File: src/rtl/sr_seq_pkg.sv
// Package: shared selector type for the rectifier sequencer.
// Assumes: nothing beyond the two rectifiers it names.
package sr_seq_pkg;

    // Which rectifier the next accepted turn-on targets.
    typedef enum logic {
        SEL_CTRL = 1'b0,
        SEL_FW   = 1'b1
    } rect_sel_e;

endpackage

File: src/rtl/sr_edge_det.sv
// Module: sr_edge_det
// Detects rising edges on N synchronous level inputs, one cycle wide.
// Assumes: inputs are already synchronous to clk; history clears to 0 on reset.
module sr_edge_det #(
    parameter int N = 2
) (
    input  logic         clk,
    input  logic         rst_n,
    input  logic [N-1:0] lvl,
    output logic [N-1:0] rise
);

    logic [N-1:0] prev_q;

    for (genvar i = 0; i < N; i++) begin : g_bit
        // Register the previous level of one input.
        always_ff @(posedge clk) begin
            if (!rst_n) prev_q[i] <= 1'b0;
            else        prev_q[i] <= lvl[i];
        end
        assign rise[i] = lvl[i] & ~prev_q[i];
    end

endmodule

File: src/rtl/sr_dead_timer.sv
// Module: sr_dead_timer
// Counts consecutive cycles with both gates low and reports when the
// programmed dead time has been met.
// Assumes: counter saturates; reset starts saturated so the first turn-on is free.
module sr_dead_timer #(
    parameter int DEAD_W = 8
) (
    input  logic              clk,
    input  logic              rst_n,
    input  logic              any_on,
    input  logic [DEAD_W-1:0] dead_cfg,
    output logic              dead_ok
);

    localparam logic [DEAD_W-1:0] CNT_MAX = {DEAD_W{1'b1}};

    logic [DEAD_W-1:0] cnt_q;

    // Track how long both gates have been off.
    always_ff @(posedge clk) begin
        if (!rst_n)               cnt_q <= CNT_MAX;
        else if (any_on)          cnt_q <= '0;
        else if (cnt_q != CNT_MAX) cnt_q <= cnt_q + 1'b1;
    end

    assign dead_ok = ~any_on & (cnt_q >= dead_cfg);

endmodule

File: src/rtl/sr_gate_fsm.sv
// Module: sr_gate_fsm
// Holds both gate states, the sequence position and a pending turn-on request.
// Applies turn-off before turn-on, and the predictive cutoff last.
// Assumes: trigger inputs are single-cycle edge strobes; dead_ok already
// includes the both-gates-off condition.
module sr_gate_fsm
    import sr_seq_pkg::*;
(
    input  logic clk,
    input  logic rst_n,
    input  logic on_rise,
    input  logic off_rise,
    input  logic cutoff,
    input  logic dead_ok,
    output logic ctl_gate,
    output logic fw_gate
);

    logic      ctl_q, fw_q, pend_q;
    rect_sel_e sel_q;
    logic      ctl_n, fw_n, pend_n;
    rect_sel_e sel_n;
    logic      cut_act, fw_block, start;

    // Next-state decode of gates, request and sequence position.
    always_comb begin
        ctl_n    = ctl_q;
        fw_n     = fw_q;
        pend_n   = pend_q;
        sel_n    = sel_q;
        cut_act  = cutoff & ~ctl_q;
        fw_block = cut_act & (sel_q == SEL_FW);
        start    = ~off_rise & (pend_q | (on_rise & ~ctl_q & ~fw_q));
        if (off_rise) begin
            ctl_n  = 1'b0;
            fw_n   = 1'b0;
            pend_n = 1'b0;
        end else if (start && !fw_block) begin
            if (dead_ok) begin
                if (sel_q == SEL_CTRL) ctl_n = 1'b1;
                else                   fw_n  = 1'b1;
                sel_n  = (sel_q == SEL_CTRL) ? SEL_FW : SEL_CTRL;
                pend_n = 1'b0;
            end else begin
                pend_n = 1'b1;
            end
        end
        if (cut_act) fw_n = 1'b0;
        if (fw_block) begin
            sel_n  = SEL_CTRL;
            pend_n = 1'b0;
        end
    end

    // State registers.
    always_ff @(posedge clk) begin
        if (!rst_n) begin
            ctl_q  <= 1'b0;
            fw_q   <= 1'b0;
            pend_q <= 1'b0;
            sel_q  <= SEL_CTRL;
        end else begin
            ctl_q  <= ctl_n;
            fw_q   <= fw_n;
            pend_q <= pend_n;
            sel_q  <= sel_n;
        end
    end

    assign ctl_gate = ctl_q;
    assign fw_gate  = fw_q;

endmodule

File: src/rtl/sr_gate_seq.sv
// Module: sr_gate_seq (top)
// Rebuilds the two rectifier gate enables from shared turn-on and turn-off
// trigger edges, with a dead-time interlock and a predictive cutoff.
// Assumes: all inputs synchronous to clk; dead_cfg quasi-static.
module sr_gate_seq #(
    parameter int DEAD_W = 8
) (
    input  logic              clk,
    input  logic              rst_n,
    input  logic              on_trig,
    input  logic              off_trig,
    input  logic              cutoff_flag,
    input  logic [DEAD_W-1:0] dead_cfg,
    output logic              ctl_gate,
    output logic              fw_gate
);

    localparam int NTRIG = 2;
    localparam int IDX_ON  = 0;
    localparam int IDX_OFF = 1;

    logic [NTRIG-1:0] trig_rise;
    logic             dead_ok;

    sr_edge_det #(.N(NTRIG)) edge_i (
        .clk   (clk),
        .rst_n (rst_n),
        .lvl   ({off_trig, on_trig}),
        .rise  (trig_rise)
    );

    sr_dead_timer #(.DEAD_W(DEAD_W)) dead_i (
        .clk      (clk),
        .rst_n    (rst_n),
        .any_on   (ctl_gate | fw_gate),
        .dead_cfg (dead_cfg),
        .dead_ok  (dead_ok)
    );

    sr_gate_fsm fsm_i (
        .clk      (clk),
        .rst_n    (rst_n),
        .on_rise  (trig_rise[IDX_ON]),
        .off_rise (trig_rise[IDX_OFF]),
        .cutoff   (cutoff_flag),
        .dead_ok  (dead_ok),
        .ctl_gate (ctl_gate),
        .fw_gate  (fw_gate)
    );

endmodule

File: config.mk
export PLATFORM = sky130hd
export DESIGN_NAME = sr_gate_seq
export DESIGN_NICKNAME = d
export VERILOG_FILES = /design/src/rtl/sr_seq_pkg.sv /design/src/rtl/sr_edge_det.sv /design/src/rtl/sr_dead_timer.sv /design/src/rtl/sr_gate_fsm.sv /design/src/rtl/sr_gate_seq.sv
export SDC_FILE = /design/constraint.sdc
export NUM_CORES = 1
export LEC_CHECK = 0
export BUFFER_PORTS_ARGS = -buffer_cell sky130_fd_sc_hd__buf_2
export CAP_MARGIN = 40
export CORE_MARGIN = 1
export CORE_UTILIZATION = 30
export CTS_BUF_LIST = sky130_fd_sc_hd__clkbuf_16
export DETAILED_ROUTE_END_ITERATION = 7
export HOLD_SLACK_MARGIN = 0.08
export SKIP_LAST_GASP = 1
export SLEW_MARGIN = 0
export SYNTH_ARGS = -nofsm -noshare
export SYNTH_HDL_FRONTEND = slang
export SYNTH_SLANG_ARGS = --single-unit
File: constraint.sdc
create_clock -name clk -period 1.6 [get_ports clk]
set_clock_uncertainty 0.05 [all_clocks]
set_input_delay 0.32 -clock clk [delete_from_list [all_inputs] [get_ports clk]]
set_output_delay 0.32 -clock clk [all_outputs]
set_load 0.01 [all_outputs]
== Word-level counts from Yosys, hierarchy flattened ==
Index checks and enable logic that the tools add are counted.
Cells by class
  reductions and logical operators: 10
  equal/unequal tests: 1
  $add $sub $neg: 1
  bitwise operators: 18
  magnitude comparators: 1
  mux-type cells: 4
Operator list (count)
  8-bit 2-to-1 mux: 2
  3-bit AND reduction: 3
  8-bit by 1-bit adder with 8-bit output (second input constant): 1
  1-bit bitwise AND: 8
  8-bit greater-or-equal comparator: 1
  8-bit != test (second input constant): 1
  1-bit inverter: 8
  3-bit OR reduction: 2
  2-bit OR reduction: 2
  1-bit 2-to-1 mux: 2
  1-bit bitwise OR: 2
  2-bit nonzero test: 1
  1-bit logical AND: 1
  1-bit zero test: 1
Word-level totals
  word-level logic and storage cells: 42
  output and inout bits: 2
  register bits: 14

== Logic depth before layout (Yosys ltp) ==
Gate-level depths: netlist (run 1).
  depth in word-level cells: 8
  gate-level depth with buffers: 7

== Cells and area by module ==
From an unflattened synthesis (run 1), not the netlist that was laid out.
Second synthesis, totals
  cell total of the unflattened synthesis: 95
  area, all modules: 852.1 um^2
By module, submodules not included
  sr_dead_timer: sequential area each 160.2 um^2, area each 569.3 um^2, instances 1, cells an instance 67
  sr_gate_fsm: sequential area each 80.1 um^2, area each 196.4 um^2, instances 1, cells an instance 21
  sr_edge_det: sequential area each 40.0 um^2, area each 80.1 um^2, instances 1, cells an instance 6
  sr_gate_seq: sequential area each 0.0 um^2, area each 6.3 um^2, instances 1, cells an instance 1

== Worst setup path after synthesis (run 1) ==
OpenSTA, ideal clock, no wires.
  path type: register -> register
  from: register dead_i.cnt_q[0]
  to: register fsm_i.sel_q
  data required time: 1478 ps
  setup slack: -53 ps
  arrival: 1531 ps
  cell stages (with the launch flop): 8
  cells stage by stage: dfxtp_1 -> inv_1 -> ha_1 -> nand2b_4 -> a2111oi_4 -> a2111oi_2 -> nor2_2 -> mux2i_1
Between the ends
  word-level cells in the longest chain between the ends: 3
RTL lines
  from (decl): line sr_dead_timer.sv:17  | logic [DEAD_W-1:0] cnt_q;
  from (signal assigned): line sr_dead_timer.sv:23  | else if (cnt_q != CNT_MAX) cnt_q <= cnt_q + 1'b1;
  8-bit greater-or-equal comparator: line sr_dead_timer.sv:26  | assign dead_ok = ~any_on & (cnt_q >= dead_cfg);
  1-bit bitwise AND: line sr_dead_timer.sv:26
  3-bit AND reduction (no source line)
  to (signal assigned): line sr_gate_fsm.sv:66  | sel_q <= sel_n;
  to (decl): line sr_gate_fsm.sv:20  | rect_sel_e sel_q;
Every way passes these cells.
A chain may end at the register's enable or synchronous reset.

== Final worst setup path (run 1) ==
Ends and elaborated chain as after synthesis.

==> out/results.txt, run 1 <==
Final setup viols -> 1
Unrepaired setup endpoints after global routing -> true
Die extent in x -> 54.5 um
Period Utilization, post-route -> 101%
DRC errors left -> 0
GR met3 Demand/Resource -> 2.50%
Final hold viol count -> 0
Synthesized area -> 828 um^2
Status -> complete, but fails checks
Clk pin slew, worst setup/hold paths -> 0.05 ns
Pwr dens -> 1720 nW/um^2
Post-synth EDFFs -> 0
Min-delay worst type -> in -> reg
Routed wire per std cell -> 11.5 um
R2R Path Start -> dead_i.cnt_q[0]
FILL cells -> 270
Vias per cell -> 4.85
Skew-Pair Late Insertion Delay -> 0.24 ns
Layout cells sized above 1 -> 33.6%
Minimum clock period -> 1.62 ns
Most used DFF post-synth -> dfxtp_1
Final WL -> 1750 um
Synth cell count leaders -> 14 x dfxtp_1, 10 x inv_1, 10 x o21ai_0
Ys async rst share -> 0%
Vias post-DR -> 737
Sum Neg Setup Slack -> -0.0196 ns
GR Layer Usage met2 -> 25.0%
CP arrival -> 1.74 ns
Worst-Margin Slew -> 0.426 ns
Relative slew slack -> 71.5%
CORE AREA -> 2540 um^2
Leakage -> 0.494 nW
Count leader, synth -> dfxtp_1
Initial antenna violation count -> 0
Top cells by area, synth -> dfxtp_1 34%, ha_1 14%, o21ai_0 6.0%, inv_1 4.5%, nand3_1 4.2%
WP buf/inv -> 1
Layout area overhead -> 36.6%
Syn_nets -> 115
Fin cells -> 152
Sequential-to-total area share from yosys stat -> 33.8%
Setup slack at placement -> -0.180 ns
# H-tree levels -> 1
Count of different cell masters after synthesis -> 28
CP top delay family -> compound AO/OA/AOI/OAI gates
Max Cap Violations -> 0
Post-CTS Setup Bufs -> 0
Multi-input gate area -> 534 um^2
Met1 usage -> 15.5%
CP Class -> reg -> reg
Slowest CP cell -> a2111oi_4
Grt ovf -> 0
Min-delay src -> on_trig
TritonCTS clock tree -> built
Largest net degree at the start of global routing -> 17
IO Pins -> 15
Syn_area_per_cell -> 8.91 um^2
Max incr delay on CP -> 0.34 ns
Max Fclk -> 0.617 GHz
GPL Wtd Cong -> 0.823
Number of diodes -> 0
Critical Path Sink Type -> flip-flop
PnR worst setup slack -> -0.0196 ns
Slew Limit Fails -> 0
GRT Overall Usage -> 14.2%
Cells along the critical path -> inv_2 > ha_4 > nand2b_4 > a2111oi_4 > a2111oi_4 > nor2_2 > mux2i_1
Dpl cells -> 148
Yosys reg bits -> 14
Clk buf depth -> 2
Yosys Warn Count -> 0
GR peak layer -> met2
Top cell type by total area after synthesis -> dfxtp_1
Clock Sinks -> 14
DRT iter0 DRCs -> 7
First-pass GRT wire length -> 2880 um
CTS Buf Count -> 3
Layout Nets -> 145
ANT nets after route -> 0
Design area -> 1130 um^2
Final HPWL from detailed placement -> 1390 um
Buffers on Ports -> 14
Crit path launch -> dead_i.cnt_q[0]
Failing checks -> setup timing
Die Y -> 54.5 um
Post-DP Area -> 1020 um^2
Post-Syn Instances -> 93
Vias in the first global route -> 732
Most used cell, CP -> a2111oi_4
Critical Path Source Type -> flip-flop
Die area -> 2980 um^2
Initial Util -> 32.5%
Maximum vdd ir drop -> 0.000765 V
Clock root cell -> clkbuf_16
Crit-path max FO -> 3
Tot Pwr -> 0.00194 W
Top-area cell type share of the netlist area -> 33.8%
Critical path required time -> 1.72 ns
Num rows -> 18
Sequential cell area -> 283 um^2
Drt first pass iters -> 3
-- layout make-up --
class / instances / area share [%]
Sequential cell: 14 / 25.0
Inverter: 10 / 3.32
Timing Repair Buffer: 26 / 14.2
Multi-Input combinational cell: 68 / 47.2
Clock buffer: 3 / 6.64
Clock inverter: 1 / 0.332
Tap cell: 30 / 3.32
-- worst register-to-register path, cell delays in order, from the launching register on --
cell	delay, ns
dfxtp_2	0.32
inv_2	0.06
ha_4	0.19
nand2b_4	0.14
a2111oi_4	0.34
a2111oi_4	0.09
nor2_2	0.16
mux2i_1	0.20
-- layout by cell type (no fill, tap or decap) --
master	n
a2111oi_4	2
a21oi_1	2
a31oi_1	1
and2_1	2
buf_2	14
buf_4	12
clkbuf_16	3
clkinv_1	1
dfxtp_1	12
dfxtp_2	2
ha_1	7
ha_2	1
ha_4	1
inv_1	9
inv_2	1
mux2i_1	3
nand2_1	3
nand2b_1	2
nand2b_4	1
nand3_1	7
nand3b_1	1
nand4_1	5
nor2_1	3
nor2_2	3
nor2b_1	1
nor3b_1	1
nor4_1	1
o211ai_1	2
o21ai_0	10
o21ai_1	3
o21ba_2	1
or2_0	1
xnor2_1	3
xor2_1	1
-- metal layers --
layer / vias to the layer above / wire (um)
li1: 391 / -
met1: 324 / 831
met2: 17 / 802
met3: 5 / 65
met4: 0 / 46
met5: - / 0
-- power breakdown --
group	internal [W]	leakage (nW)	switching (W)
registers	0.000455	0.116	0.0000642
clock network	0.000330	0.0385	0.000136
logic	0.000492	0.340	0.000466
-- cell families after synthesis --
| family | count (synthesis) | synth area share, % |
|---|---|---|
| compound gates | 21 | 18.0 |
| xor+xnor | 4 | 4.23 |
| fa+ha+maj | 9 | 13.6 |
| buf+inv | 11 | 4.98 |
| flops | 14 | 33.8 |
| mux | 3 | 3.63 |
| simple gates | 31 | 21.8 |
-- registers in the layout (all words and copies together) (netlist names) --
signal and count:
fsm_i.ctl_gate 1, fsm_i.pend_q 1, fsm_i.fw_gate 1, dead_i.cnt_q 8
fsm_i.sel_q 1, edge_i.prev_q 2
-- path summary, 6_finish.rpt --
check	depth (start not counted)	end	slack (ns)
worst max-delay path	7	fsm_i.sel_q	-0.02
worst min-delay path	2	edge_i.prev_q[0]	0.25
worst max register to register	7	fsm_i.sel_q	-0.02
worst min register to register	2	fsm_i.fw_gate	0.44
-- timing repair --
action / in CTS / in global routing
hold buffers: 0 / 0
resized for setup: 3 / 2
pin swaps: 2 / 2
endpoints found under the setup margin: 4 / 7
-- per-stage QoR --
step / hold slack [ns] / utilization [%]
after global routing: 0.255 / 44.4
after floorplan: 0.397 / -
after CTS: 0.242 / 44.3
after global placement: 0.424 / 40.2
after detailed placement: 0.437 / 40.2
final: 0.246 / 44.4
(Power assumes the default switching activity.)
==> run 2: changes to the inputs <==
Settings changed: BUFFER_PORTS_ARGS -buffer_cell sky130_fd_sc_hd__buf_2 to default, CTS_BUF_LIST sky130_fd_sc_hd__clkbuf_16 to default, DONT_BUFFER_PORTS from default to 1.
==> run 2 against run 1 <==
The flow still finishes with violations (setup timing); combinational power grew 3.6%; sequential share of layout area grew 2.1 points; clock-buffer cell count grew 1; maximum frequency shrank 0.59%; wire length shrank 1.8%; final area shrank 7.7%; hold slack lost 0.16 ns; die area is the same; non-clock buffer count shrank 13; critical path type unchanged; highest routed layer unchanged.
==> out/results.txt, run 2 (synthesized netlist as in run 1, its figures left out) <==
Status -> complete, but fails checks (unchanged)
Failing checks -> setup timing (unchanged)
Switching power -> 0.000677 W (was 0.000666 W)
Max Cap Violations -> 0 (unchanged)
Min-delay worst type -> in -> reg (unchanged)
WHS -> 0.0859 ns (was 0.246 ns)
Slowest CP cell -> a2111oi_4 (unchanged)
Slew Limit Fails -> 0 (unchanged)
Tot Pwr -> 0.00176 W (was 0.00194 W)
Worst-Margin Slew -> 0.434 ns (was 0.426 ns)
First-pass GRT wire length -> 2870 um (was 2880 um)
Internal power -> 0.00108 W (was 0.00128 W)
Min-Delay Path Depth -> 1 (was 2)
Crit-path max FO -> 3 (unchanged)
Max FFs per register -> 8 (unchanged)
Largest net degree at the start of global routing -> 11 (was 17)
Leakage -> 0.429 nW (was 0.494 nW)
Final setup viols -> 1 (unchanged)
Die area -> 2980 um^2 (unchanged)
Die Y -> 54.5 um (unchanged)
Vias per cell -> 5.14 (was 4.85)
Most frequent cells in the layout -> 12 x dfxtp_1, 12 x buf_4, 10 x o21ai_0 (was 14 x buf_2, 12 x dfxtp_1, 12 x buf_4)
Final WL -> 1720 um (was 1750 um)
GRT Overall Usage -> 13.9% (was 14.2%)
Clock Sinks -> 14 (unchanged)
Flop-to-flop setup slack -> -0.03 ns (was -0.02 ns)
Sequential cell area -> 283 um^2 (unchanged)
WP buf/inv -> 1 (unchanged)
Layout Nets -> 132 (was 145)
Largest registers -> dead_i.cnt_q x8, edge_i.prev_q x2 (unchanged)
Clock root cell -> clkbuf_4 (was clkbuf_16)
CP arrival -> 1.79 ns (was 1.74 ns)
Vias post-DR -> 714 (was 737)
CTS Buf Count -> 3 (unchanged)
Drt first pass iters -> 4 (was 3)
Multi-input gate area -> 549 um^2 (was 534 um^2)
CORE AREA -> 2540 um^2 (unchanged)
CP Class -> reg -> reg (unchanged)
Max incr delay on CP -> 0.36 ns (was 0.34 ns)
Reg power frac -> 29.3% (was 26.7%)
Gate power share -> 56.3% (was 49.3%)
TritonCTS clock tree -> built (unchanged)
Min-delay src -> rst_n (was on_trig)
R2R Path Start -> dead_i.cnt_q[0] (unchanged)
Die extent in x -> 54.5 um (unchanged)
Reg2reg path depth -> 7 (unchanged)
Final hold viol count -> 0 (unchanged)
Period Utilization, post-route -> 102% (was 101%)
Routed wire per std cell -> 12.3 um (was 11.5 um)
ANT nets after route -> 0 (unchanged)
Relative slew slack -> 70.9% (was 71.5%)
Buffers on Ports -> 0 (was 14)
Maximum vdd ir drop -> 0.000639 V (was 0.000765 V)
PnR worst setup slack -> -0.0292 ns (was -0.0196 ns)
CP top delay family -> compound AO/OA/AOI/OAI gates (unchanged)
Sum Neg Setup Slack -> -0.0292 ns (was -0.0196 ns)
Critical Path Source Type -> flip-flop (unchanged)
Layout area overhead -> 26.0% (was 36.6%)
IO Pins -> 15 (unchanged)
Initial antenna violation count -> 0 (unchanged)
Max Fclk -> 0.614 GHz (was 0.617 GHz)
Cells along the critical path -> inv_2 > ha_4 > nand2b_4 > a2111oi_4 > a2111oi_4 > nor2_2 > mux2i_1 (unchanged)
Power share of the clock group -> 14.5% (was 24.0%)
Minimum clock period -> 1.63 ns (was 1.62 ns)
Final HPWL from detailed placement -> 1280 um (was 1390 um)
Most used cell, CP -> a2111oi_4 (unchanged)
Switching Share -> 38.4% (was 34.3%)
Unrepaired setup endpoints after global routing -> true (unchanged)
Vias in the first global route -> 679 (was 732)
Number of diodes -> 0 (unchanged)
Initial Util -> 32.5% (unchanged)
DRT iter0 DRCs -> 18 (was 7)
FF-to-FF End -> fsm_i.sel_q (unchanged)
Critical Path Sink Type -> flip-flop (unchanged)
FILL cells -> 254 (was 270)
Layout cells sized above 1 -> 27.5% (was 33.6%)
GPL Wtd Cong -> 0.832 (was 0.823)
Top reg by flops -> dead_i.cnt_q (unchanged)
Pwr dens -> 1690 nW/um^2 (was 1720 nW/um^2)
Num rows -> 18 (unchanged)
Clk buf depth -> 2 (unchanged)
Critical path required time -> 1.76 ns (was 1.72 ns)
Skew-Pair Late Insertion Delay -> 0.28 ns (was 0.24 ns)
Clk pin slew, worst setup/hold paths -> 0.09 ns (was 0.05 ns)
# H-tree levels -> 1 (unchanged)
Worst Hold Path EP -> dead_i.cnt_q[2] (was edge_i.prev_q[0])
DRC errors left -> 0 (unchanged)
Grt ovf -> 0 (unchanged)
run 2: per-layer routing:
metal / GRT usage (%) / routed length, um
met4: 6.41 / 14
met2: 22.6 / 821
met5: 0 / 0
met1: 18.1 / 828
met3: 1.67 / 50
run 2: worst max path at each step:
| stage | start | end | slack (ns) | cells past startpoint |
|---|---|---|---|---|
| after detailed placement | dead_i.cnt_q[0] | fsm_i.sel_q | -0.09 | 7 |
| after global placement | dead_i.cnt_q[0] | fsm_i.sel_q | -0.07 | 7 |
| after floorplan | dead_i.cnt_q[0] | fsm_i.sel_q | 0.006 | 7 |
| after global routing | dead_i.cnt_q[0] | fsm_i.sel_q | -0.11 | 7 |
| after CTS | dead_i.cnt_q[0] | fsm_i.sel_q | -0.07 | 7 |
| final | dead_i.cnt_q[0] | fsm_i.sel_q | -0.03 | 7 |
run 2: power groups by stage:
stage               logic [W]  registers (W)  clock network (W)
floorplan            0.000591       0.000541                  0
global route          0.00111       0.000530           0.000285
CTS                  0.000928       0.000514           0.000268
finish               0.000991       0.000515           0.000255
detailed placement   0.000891       0.000518                  0
global placement     0.000877       0.000517                  0
run 2: layout make-up:
type                    count  share of cell area (%)
flip-flops and latches     14                    27.1
well taps                  30                    3.60
inverters                  10                    3.60
repair buffers             13                    9.59
multi-input cells          68                    52.6
clock buffers               4                    3.48
run 2: through the flow:
step,worst slack [ns],instances,area (um^2),util (%)
5_1_grt,-0.107,139,1040,41.0
6_report,-0.0292,139,1040,41.0
2_1_floorplan,0.00596,93,830,-
3_3_place_gp,-0.0699,134,953,37.5
4_1_cts,-0.0689,139,1020,40.3
3_5_place_dp,-0.0877,134,953,37.5
run 2: repair_timing:
item                                    CTS  global route
hold endpoints to repair                  7             0
gates resized for setup                   3             5
pin swaps                                 4             1
hold buffers                              1             0
setup buffers                             0             0
endpoints found under the setup margin    4             7
==> run 3: changes to the inputs <==
Settings changed: CORE_UTILIZATION 30 to 33, RECOVER_POWER from default to 25.
==> run 3 against run 2 <==
Cell count shrank 1.4%; maximum frequency shrank 1.1%; the run still ends with setup timing left; first-iteration DRC count shrank 11%; sequential cell count is the same; clock power grew 4%; clock-buffer cell count is the same; core utilization grew 4.1 points; final area shrank 0.72%; critical endpoint unchanged; worst setup slack lost 0.018 ns.
==> out/results.txt, run 3 (synthesized netlist as in run 1, its figures left out) <==
Flop-to-flop setup slack -> -0.05 ns (was -0.03 ns)
Relative slew slack -> 74.3% (was 70.9%)
Slew Limit Fails -> 0 (unchanged)
Minimum clock period -> 1.65 ns (was 1.63 ns)
CTS Buf Count -> 3 (unchanged)
# H-tree levels -> 1 (unchanged)
Largest registers -> dead_i.cnt_q x8, edge_i.prev_q x2 (unchanged)
Status -> complete, but fails checks (unchanged)
GPL Wtd Cong -> 0.771 (was 0.832)
Clock root cell -> clkbuf_4 (unchanged)
Unrepaired setup endpoints after global routing -> true (unchanged)
Max Fclk -> 0.607 GHz (was 0.614 GHz)
Clk pin slew, worst setup/hold paths -> 0.10 ns (was 0.09 ns)
Num rows -> 17 (was 18)
Skew-Pair Late Insertion Delay -> 0.29 ns (was 0.28 ns)
WP buf/inv -> 1 (unchanged)
Leakage -> 0.425 nW (was 0.429 nW)
Buffers on Ports -> 0 (unchanged)
Layout area overhead -> 25.1% (was 26.0%)
Grt ovf -> 0 (unchanged)
Initial Util -> 36.1% (was 32.5%)
Layout Nets -> 132 (unchanged)
Most used cell, CP -> a2111oi_4 (unchanged)
Clk buf depth -> 2 (unchanged)
Drt first pass iters -> 5 (was 4)
Dpl cells -> 131 (was 134)
PnR worst setup slack -> -0.0469 ns (was -0.0292 ns)
DRC errors left -> 0 (unchanged)
Maximum vdd ir drop -> 0.000706 V (was 0.000639 V)
Slowest CP cell -> dfxtp_2 (was a2111oi_4)
Final HPWL from detailed placement -> 1380 um (was 1280 um)
Vias in the first global route -> 696 (was 679)
R2R Path Start -> dead_i.cnt_q[0] (unchanged)
Critical path required time -> 1.76 ns (about the same)
CORE AREA -> 2300 um^2 (was 2540 um^2)
CP Class -> reg -> reg (unchanged)
Critical Path Sink Type -> flip-flop (unchanged)
Final hold viol count -> 0 (unchanged)
Number of diodes -> 0 (unchanged)
First-pass GRT wire length -> 2920 um (was 2870 um)
Cells along the critical path -> inv_2 > ha_4 > nand2b_4 > a2111oi_4 > a2111oi_4 > nor2_2 > mux2i_1 (unchanged)
TritonCTS clock tree -> built (unchanged)
Crit-path max FO -> 3 (unchanged)
Vias post-DR -> 717 (was 714)
Fin cells -> 137 (was 139)
DRT iter0 DRCs -> 16 (was 18)
Top reg by flops -> dead_i.cnt_q (unchanged)
IO Pins -> 15 (unchanged)
Die Y -> 52.1 um (was 54.5 um)
WHS -> 0.106 ns (was 0.0859 ns)
Failing checks -> setup timing (unchanged)
Most frequent cells in the layout -> 12 x dfxtp_1, 12 x buf_4, 9 x inv_1, 9 x o21ai_0 (was 12 x dfxtp_1, 12 x buf_4, 10 x o21ai_0)
Final setup viols -> 1 (unchanged)
Period Utilization, post-route -> 103% (was 102%)
Max FFs per register -> 8 (unchanged)
Min-delay src -> rst_n (unchanged)
Die extent in x -> 52.1 um (was 54.5 um)
Max Cap Violations -> 0 (unchanged)
Initial antenna violation count -> 0 (unchanged)
ANT nets after route -> 0 (unchanged)
Critical Path Source Type -> flip-flop (unchanged)
CP top delay family -> compound AO/OA/AOI/OAI gates (unchanged)
Layout cells sized above 1 -> 25.7% (was 27.5%)
Final WL -> 1750 um (was 1720 um)
Min-Delay Path Depth -> 1 (unchanged)
Largest net degree at the start of global routing -> 10 (was 11)
FF-to-FF End -> fsm_i.sel_q (unchanged)
Setup slack at placement -> -0.113 ns (was -0.0877 ns)
Reg2reg path depth -> 7 (unchanged)
GRT Overall Usage -> 15.2% (was 13.9%)
Routed wire per std cell -> 12.8 um (was 12.3 um)
Min-delay worst type -> in -> reg (unchanged)
Die area -> 2710 um^2 (was 2980 um^2)
Vias per cell -> 5.23 (was 5.14)
Sum Neg Setup Slack -> -0.0469 ns (was -0.0292 ns)
Clock Sinks -> 14 (unchanged)
Max incr delay on CP -> 0.35 ns (was 0.36 ns)
Pwr dens -> 1720 nW/um^2 (was 1690 nW/um^2)
Worst-Margin Slew -> 0.383 ns (was 0.434 ns)
Worst Hold Path EP -> edge_i.prev_q[1] (was dead_i.cnt_q[2])
CP arrival -> 1.81 ns (was 1.79 ns)
==> run 3: cell counts in the layout (fill, tap and decap cells not counted) <==
Identical to the previous run, type by type.
==> run 3: cell type report <==
type / instances / area (um^2)
flip-flops and latches: 14 / 283
repair buffers: 13 / 100
multi-input cells: 68 / 544
clock buffers: 4 / 36.3
well taps: 28 / 35.0
inverters: 10 / 37.5
fillers: 221 / 1260
==> run 3: metal layers <==
metal | GRT usage [%] | part of all wire [%] | vias up
met1 | 16.0 | 41 | 322
met2 | 26.5 | 49 | 25
met4 | 6.76 | 2.5 | 0
met5 | 0 | 0 | -
li1 | - | - | 363
met3 | 5.85 | 6.8 | 7
==> run 3: worst max path at each step <==
| stage | slack (ns) | from | cells past startpoint | end |
|---|---|---|---|---|
| detailed placement | -0.11 | dead_i.cnt_q[0] | 6 | fsm_i.pend_q |
| floorplan | 0.006 | dead_i.cnt_q[0] | 7 | fsm_i.sel_q |
| finish | -0.05 | dead_i.cnt_q[0] | 7 | fsm_i.sel_q |
| global placement | -0.03 | dead_i.cnt_q[0] | 7 | fsm_i.sel_q |
| global route | -0.14 | dead_i.cnt_q[0] | 7 | fsm_i.sel_q |
| CTS | -0.06 | dead_i.cnt_q[0] | 7 | fsm_i.sel_q |
==> run 3: through the flow <==
step                instance area (um^2)  utilization, %  total power [W]
floorplan                            830               -          0.00113
global placement                     943            41.1          0.00139
detailed placement                   943            41.1          0.00143
CTS                                 1020            44.5          0.00176
global route                        1040            45.1          0.00192
finish                              1040            45.1          0.00178
==> run 3: power by group <==
group	switching (W)	leakage [nW]	internal, W
Combinational	0.000491	0.288	0.000512
Sequential	0.0000576	0.116	0.000453
Clock	0.000125	0.0210	0.000139
Total	0.000674	0.425	0.00110
==> run 3: worst register-to-register path: stages (launching register included) <==
cell       delay [ns]
dfxtp_2          0.35
inv_2            0.05
ha_4             0.20
nand2b_4         0.14
a2111oi_4        0.34
a2111oi_4        0.09
nor2_2           0.16
mux2i_1          0.19
==> run 3: what timing repair did <==
item | 4_1_cts | 5_1_grt
gates resized for setup | 3 | 4
setup endpoints to repair | 4 | 6
buffers inserted | 1 | 0
endpoints found under the hold margin | 8 | 0
pin swaps | 2 | 2
hold buffers | 1 | 0
